[src/rtl/ptd_pkg.sv]
package ptd_pkg;

    typedef enum logic [1:0] {
        PH_RUN     = 2'd0,
        PH_STEP    = 2'd1,
        PH_FLUSH   = 2'd2,
        PH_REISSUE = 2'd3
    } rec_phase_e;

    // Recovery advances strictly in order: step-down, flush, reissue, run.
    function automatic rec_phase_e next_phase(input rec_phase_e p);
        case (p)
            PH_RUN:   return PH_STEP;
            PH_STEP:  return PH_FLUSH;
            PH_FLUSH: return PH_REISSUE;
            default:  return PH_RUN;
        endcase
    endfunction

endpackage

[src/rtl/mac_front.sv]
module mac_front #(
    parameter int W = 8,
    localparam int RW = 2 * W
) (
    input  logic [W-1:0]  a,
    input  logic [W-1:0]  b,
    output logic [RW-1:0] prod
);
    assign prod = RW'(a) * RW'(b);
endmodule

[src/rtl/mac_back.sv]
module mac_back #(
    parameter int W = 8,
    localparam int RW = 2 * W
) (
    input  logic [RW-1:0] prod,
    input  logic [RW-1:0] addend,
    output logic [RW-1:0] sum
);
    assign sum = prod + addend;
endmodule

[src/rtl/ptd_recovery.sv]
module ptd_recovery
    import ptd_pkg::*;
#(
    parameter int HW  = 4,
    parameter int ECW = 8
) (
    input  logic            clk,
    input  logic            rst,
    input  logic            mismatch,
    input  logic            commit,
    input  logic [HW-1:0]   hold_ops,
    output rec_phase_e      phase,
    output logic            ce,
    output logic            slow,
    output logic [ECW-1:0]  err_cnt
);
    localparam logic [ECW-1:0] ERR_MAX = {ECW{1'b1}};

    rec_phase_e     phase_q;
    logic           slow_q;
    logic           div_ph_q;
    logic [HW-1:0]  left_q;
    logic [ECW-1:0] err_q;

    assign phase   = phase_q;
    assign slow    = slow_q;
    assign err_cnt = err_q;
    assign ce      = !slow_q || div_ph_q;

    always_ff @(posedge clk) begin
        if (rst) begin
            phase_q  <= PH_RUN;
            slow_q   <= 1'b0;
            div_ph_q <= 1'b0;
            left_q   <= '0;
            err_q    <= '0;
        end else begin
            div_ph_q <= slow_q ? !div_ph_q : 1'b0;
            case (phase_q)
                PH_RUN: begin
                    if (mismatch) begin
                        phase_q <= next_phase(phase_q);
                        if (err_q != ERR_MAX) err_q <= err_q + 1'b1;
                    end else if (commit && slow_q) begin
                        if (left_q < HW'(2)) slow_q <= 1'b0;
                        else                 left_q <= left_q - 1'b1;
                    end
                end
                PH_STEP: begin
                    slow_q  <= 1'b1;
                    left_q  <= hold_ops;
                    phase_q <= next_phase(phase_q);
                end
                PH_FLUSH: begin
                    div_ph_q <= 1'b0;
                    phase_q  <= next_phase(phase_q);
                end
                default: begin
                    if (ce) phase_q <= next_phase(phase_q);
                end
            endcase
        end
    end

    AST_RETRY_STEP: assert property (@(posedge clk) disable iff (rst)
        mismatch && phase_q == PH_RUN |=> phase_q == PH_STEP);
    AST_STEP_FLUSH: assert property (@(posedge clk) disable iff (rst)
        phase_q == PH_STEP |=> phase_q == PH_FLUSH && slow_q);
    AST_FLUSH_REISSUE: assert property (@(posedge clk) disable iff (rst)
        phase_q == PH_FLUSH |=> phase_q == PH_REISSUE);
    AST_SLOW_GAP: assert property (@(posedge clk) disable iff (rst)
        slow_q && ce |=> !ce || !slow_q);
    AST_ERR_INC: assert property (@(posedge clk) disable iff (rst)
        mismatch && phase_q == PH_RUN && err_q != ERR_MAX |=> err_q == $past(err_q) + 1'b1);
    AST_ERR_SAT: assert property (@(posedge clk) disable iff (rst)
        err_q == ERR_MAX |=> err_q == ERR_MAX);

endmodule

[src/rtl/ptd_top.sv]
module ptd_top
    import ptd_pkg::*;
#(
    parameter int W   = 8,
    parameter int HW  = 4,
    parameter int ECW = 8,
    localparam int RW  = 2 * W,
    localparam int IBW = $clog2(RW)
) (
    input  logic            clk,
    input  logic            rst,
    input  logic            in_valid,
    output logic            in_ready,
    input  logic [W-1:0]    in_a,
    input  logic [W-1:0]    in_b,
    input  logic [RW-1:0]   in_c,
    input  logic            inject,
    input  logic [IBW-1:0]  inj_bit,
    input  logic [HW-1:0]   hold_ops,
    output logic            out_valid,
    output logic [RW-1:0]   out_data,
    output logic            retry,
    output logic [1:0]      rec_phase,
    output logic            slow_mode,
    output logic            recovering,
    output logic [ECW-1:0]  err_count
);
    typedef struct packed {
        logic [W-1:0]  a;
        logic [W-1:0]  b;
        logic [RW-1:0] c;
    } op_t;

    op_t            op_q, op_sel;
    logic           v_q;
    logic [RW-1:0]  front_q;    // registered front-section output
    logic [RW-1:0]  main_q;     // main result, delayed one stage
    logic [RW-1:0]  prod_m, sum_m, sum_d, flip;
    rec_phase_e     phase;
    logic           ce, slow, run, differ, mismatch, commit, accept, reissue_go;

    assign run        = (phase == PH_RUN);
    assign differ     = (sum_d != main_q);
    assign mismatch   = v_q && ce && run && differ;
    assign commit     = v_q && ce && run && !differ;
    assign in_ready   = run && ce && !mismatch;
    assign accept     = in_valid && in_ready;
    assign reissue_go = (phase == PH_REISSUE) && ce;
    assign op_sel     = reissue_go ? op_q : op_t'{a: in_a, b: in_b, c: in_c};
    assign flip       = (accept && inject) ? (RW'(1) << inj_bit) : '0;

    // Main path: front and back in one cycle.
    mac_front #(.W(W)) u_front  (.a(op_sel.a), .b(op_sel.b), .prod(prod_m));
    mac_back  #(.W(W)) u_back_m (.prod(prod_m), .addend(op_sel.c), .sum(sum_m));
    // Replica of the back section only, fed from registered front output.
    mac_back  #(.W(W)) u_back_d (.prod(front_q), .addend(op_q.c), .sum(sum_d));

    always_ff @(posedge clk) begin
        if (rst) begin
            v_q <= 1'b0;
        end else if (phase == PH_FLUSH) begin
            v_q <= 1'b0;
        end else if (reissue_go || (run && ce && accept)) begin
            v_q     <= 1'b1;
            op_q    <= op_sel;
            front_q <= prod_m;
            main_q  <= sum_m ^ flip;
        end else if (run && ce) begin
            v_q <= mismatch;
        end
    end

    ptd_recovery #(.HW(HW), .ECW(ECW)) u_rec (
        .clk      (clk),
        .rst      (rst),
        .mismatch (mismatch),
        .commit   (commit),
        .hold_ops (hold_ops),
        .phase    (phase),
        .ce       (ce),
        .slow     (slow),
        .err_cnt  (err_count)
    );

    assign out_valid  = commit;
    assign out_data   = main_q;
    assign retry      = mismatch;
    assign rec_phase  = phase;
    assign slow_mode  = slow;
    assign recovering = !run;

    AST_READY_RUN: assert property (@(posedge clk) disable iff (rst)
        phase != PH_RUN |-> !in_ready);
    AST_KEEP_OPERAND: assert property (@(posedge clk) disable iff (rst)
        retry |=> $stable(op_q));
    AST_RETRY_SILENT: assert property (@(posedge clk) disable iff (rst)
        retry |-> !out_valid);
    AST_REISSUE_CLEAN: assert property (@(posedge clk) disable iff (rst)
        reissue_go |=> main_q == sum_d);

endmodule

[config.mk]
export PLATFORM = sky130hd
export DESIGN_NAME = ptd_top
export DESIGN_NICKNAME = d
export VERILOG_FILES = /design/src/rtl/ptd_pkg.sv /design/src/rtl/mac_front.sv /design/src/rtl/mac_back.sv /design/src/rtl/ptd_recovery.sv /design/src/rtl/ptd_top.sv
export SDC_FILE = /design/constraint.sdc
export NUM_CORES = 1
export LEC_CHECK = 0
export BUFFER_PORTS_ARGS = -buffer_cell sky130_fd_sc_hd__buf_4
export CAP_MARGIN = 20
export CORE_MARGIN = 10
export CORE_UTILIZATION = 60
export CTS_BUF_LIST = sky130_fd_sc_hd__clkbuf_8
export CTS_CLUSTER_SIZE = 16
export DETAILED_ROUTE_END_ITERATION = 8
export GPL_TIMING_DRIVEN = 0
export PLACE_DENSITY = 0.81
export SLEW_MARGIN = 10
export SYNTH_ARGS = -nofsm -noshare
export SYNTH_HDL_FRONTEND = slang
export SYNTH_SLANG_ARGS = --single-unit
[constraint.sdc]
create_clock -name clk -period 11.2 [get_ports clk]
set_input_delay 3.36 -clock clk [delete_from_list [all_inputs] [get_ports clk]]
set_output_delay 3.36 -clock clk [all_outputs]
set_load 0.02 [all_outputs]
==> reports/metrics.cfg <==
[yosys]
yosys-top-cells-area=sky130_fd_sc_hd__edfxtp_1, sky130_fd_sc_hd__ha_1, sky130_fd_sc_hd__fa_1
synth_fp_nets=902
synth-edff-count=64
postSynthCellCount=747
synth_largest_type_area_fraction_pct=26.4
most_frequent_cells_after_synthesis=sky130_fd_sc_hd__inv_1, sky130_fd_sc_hd__nor2_1, sky130_fd_sc_hd__ha_1
synth-seq-area-share_pct=31.0
share_of_async_settable_or_async_resettable_flops_after_synthesis_pct=0
yosysWarningCount=0
ys_seq_elements=81
synth_cell_types=70
post_synth_instance_area_mm2=0.00729
most_numerous_cell_in_the_yosys_netlist=sky130_fd_sc_hd__inv_1
synth_area_leader_cell=sky130_fd_sc_hd__edfxtp_1
syn_avg_cell_area_um2=9.76
synthFlopType=sky130_fd_sc_hd__edfxtp_1

[critical_path]
critPathTopFamily=adder cells
kind_of_start_point_of_the_critical_path=input pin
worst_path_max_delay_cell=sky130_fd_sc_hd__mux2i_1
worst_path_buffer_plus_inverter_count=5
crit_arrival_ns=9.13
worstPathMaxFanout=7
critPathMaxStageDelay_ns=0.58
cp-end-kind=flop
critPathKind=input pin to flop
critical_path_required_ns=11.34

[route]
detailedRoute.firstPassIterationCount=5
drt-total-wl_um=18000
routed-via-count=5840
drc=0
detail_route.wl_per_cell_um=18.2
drc_marker_count_from_the_first_detailed_route_iteration=435
postRouteAntennaNets=0
route.detailed.vias_per_inst=5.90

[global_route]
first_pass_grt_wire_length_um=29400
globalRouteTotalUtil_pct=21.9
grt_pass1_vias=6133
grt_antenna_before_repair=0
grt_start_max_net_pins=15
gr-total-overflow=0

[run]
maxCapViolCount=0

[sta]
fmax_ghz=0.111
setup_skew_after_layout_ns=0.0159
finalHoldWorstSlack_ns=0.507
finalHoldViolCount=0
timing.final.setup_violations=0
timing_max_transition_violations_final=0
worst-slew-pin-transition_ns=0.844
maxSlewHeadroom_pct=42.3
final.period_utilization_pct=80.3
timing.final.crit_period_ns=8.99
rsz_0062_raised_after_global_routing=no

[floorplan]
core_footprint_mm2=0.0120
die_width_um=130
io_pins=75
floorplan.rows=40
chipHeight_um=130
start_util_pct=61.0
die_area_mm2=0.0170

[cts]
cts_hold_buffers=0
cts_made_buffers=9
cts.htree.levels=3
cts_root_buffer=sky130_fd_sc_hd__clkbuf_8
clock_latency_ns=0.39
clk_pin_slew_ns=0.09
cts-resized-gates=0
clk_path_buf_depth=2
cts_num_sinks=81
postCtsSetupBuffers=0
tritoncts=yes

[cells_and_area]
nNetsFinal=993
layout.cell_area.non_filler_mm2=0.00825
insertedDiodeCount=0
area.growth.synth_to_final_pct=13.1
layout_cells_sized_above_1_pct=15.5
final_util_pct=68.9

[placed_design]
gp_routability_congestion=0.963
dpl_cell_area_mm2=0.00807
hpwlAfterDp_um=14900
io_buffer_count=72

[pwr]
p_seq_share_pct=19.6
internal_power_mw=1.54
power.density_mw_per_mm2=353
p_leak_nw=3.60
worst_ir_drop_vdd_uv=185
switching_power_mw=1.38
switching_share_pct=47.3
share_comb_of_total_power_pct=73.6
power.clock.fraction_pct=6.8

[outcome]
status=finished, final reports clean

[worst_hold_path]
worst_hold_path_type=flop to flop

-- path summary, 6_finish.rpt --
path / start / end / slack [ns] / cells after the start
hold / removal: u_rec.left_q[3] / u_rec.left_q[3] / 0.51 / 2
hold reg to reg: u_rec.left_q[3] / u_rec.left_q[3] / 0.51 / 2
setup / recovery: in_a[2] / out_data[14] / 2.21 / 25
setup reg to reg: u_rec.slow / out_data[14] / 3.43 / 28
-- cell type report --
type,instances,area (µm²)
Tap cell,147,184
Clock inverter,7,48.8
Multi-Input combinational cell,561,4600
Buffer,13,87.6
Clock buffer,9,124
Sequential cell,81,2260
Inverter,92,345
Timing Repair Buffer,80,591
Fill cell,952,3710
-- power groups by stage --
| stage | Sequential, mW | Combinational (mW) | Clock, mW |
|---|---|---|---|
| floorplan | 0.610 | 1.60 | 0 |
| global placement | 0.589 | 2.01 | 0 |
| detailed placement | 0.578 | 2.11 | 0 |
| CTS | 0.571 | 2.13 | 0.200 |
| global route | 0.580 | 2.37 | 0.213 |
| finish | 0.572 | 2.14 | 0.199 |
-- worst register-to-register path: cells and delay by family (launching register included) --
family          cells  cell delay (ns)
mux                 1             0.73
flops               1             0.42
xor+xnor            2             0.34
fa+ha+maj           6             2.68
compound gates      7             1.08
buf+inv             6             1.17
simple gates        6             1.07
-- state kept, by name (all words and copies together), names as in the netlist --
name / cells
op_q: 32
front_q: 16
out_data: 16
u_rec.err_cnt: 8
u_rec.left_q: 4
u_rec.phase: 2
u_rec.div_ph_q: 1
u_rec.slow: 1
v_q: 1
-- kinds of logic (layout without fill, tap and decap cells) --
kind of cell	count (synthesis)	count (layout)	share of synthesized area, %
buffers and inverters	105	201	5.94
AO/OA/AOI/OAI	127	127	12.0
XOR/XNOR	67	67	8.05
multiplexers	36	36	5.22
flip-flops	81	81	31.0
adder cells (fa/ha/maj)	111	111	23.0
AND/OR/NAND/NOR	220	220	14.8
-- cells in the final DEF (no fill, tap or decap), types with 10 or more instances in the layout --
cell type / instances
sky130_fd_sc_hd__fa_1: 38
sky130_fd_sc_hd__mux2_2: 16
sky130_fd_sc_hd__nand4_1: 11
sky130_fd_sc_hd__a21oi_1: 37
sky130_fd_sc_hd__nor3_1: 16
sky130_fd_sc_hd__buf_4: 78
sky130_fd_sc_hd__edfxtp_1: 64
sky130_fd_sc_hd__xnor2_1: 58
sky130_fd_sc_hd__nand3_1: 22
sky130_fd_sc_hd__o21ai_0: 20
sky130_fd_sc_hd__a211oi_1: 10
sky130_fd_sc_hd__nor2_1: 85
sky130_fd_sc_hd__inv_1: 93
sky130_fd_sc_hd__nand2_1: 32
sky130_fd_sc_hd__nor2b_1: 17
sky130_fd_sc_hd__ha_1: 73
sky130_fd_sc_hd__dfxtp_1: 17
sky130_fd_sc_hd__mux2i_1: 20
-- stage by stage --
stage | setup TNS, ns | cells | setup WS (ns) | power, mW
finish | 0 | 990 | 2.21 | 2.91
CTS | 0 | 990 | 2.26 | 2.90
global placement | -103.09 | 966 | -1.61 | 2.60
global route | 0 | 990 | 1.82 | 3.16
floorplan | 0 | 747 | 0.843 | 2.21
detailed placement | 0 | 974 | 1.86 | 2.69
-- routing by layer --
layer / track usage (%) / wire [µm] / part of all wire (%) / up-vias
li1: - / - / - / 2797
met4: 10.4 / 462 / 2.6 / 0
met5: 0 / 0 / 0 / -
met1: 24.3 / 7240 / 40 / 2854
met2: 39.7 / 9440 / 52 / 153
met3: 3.81 / 887 / 4.9 / 36
Note: power is estimated with default switching activity, not from simulation.
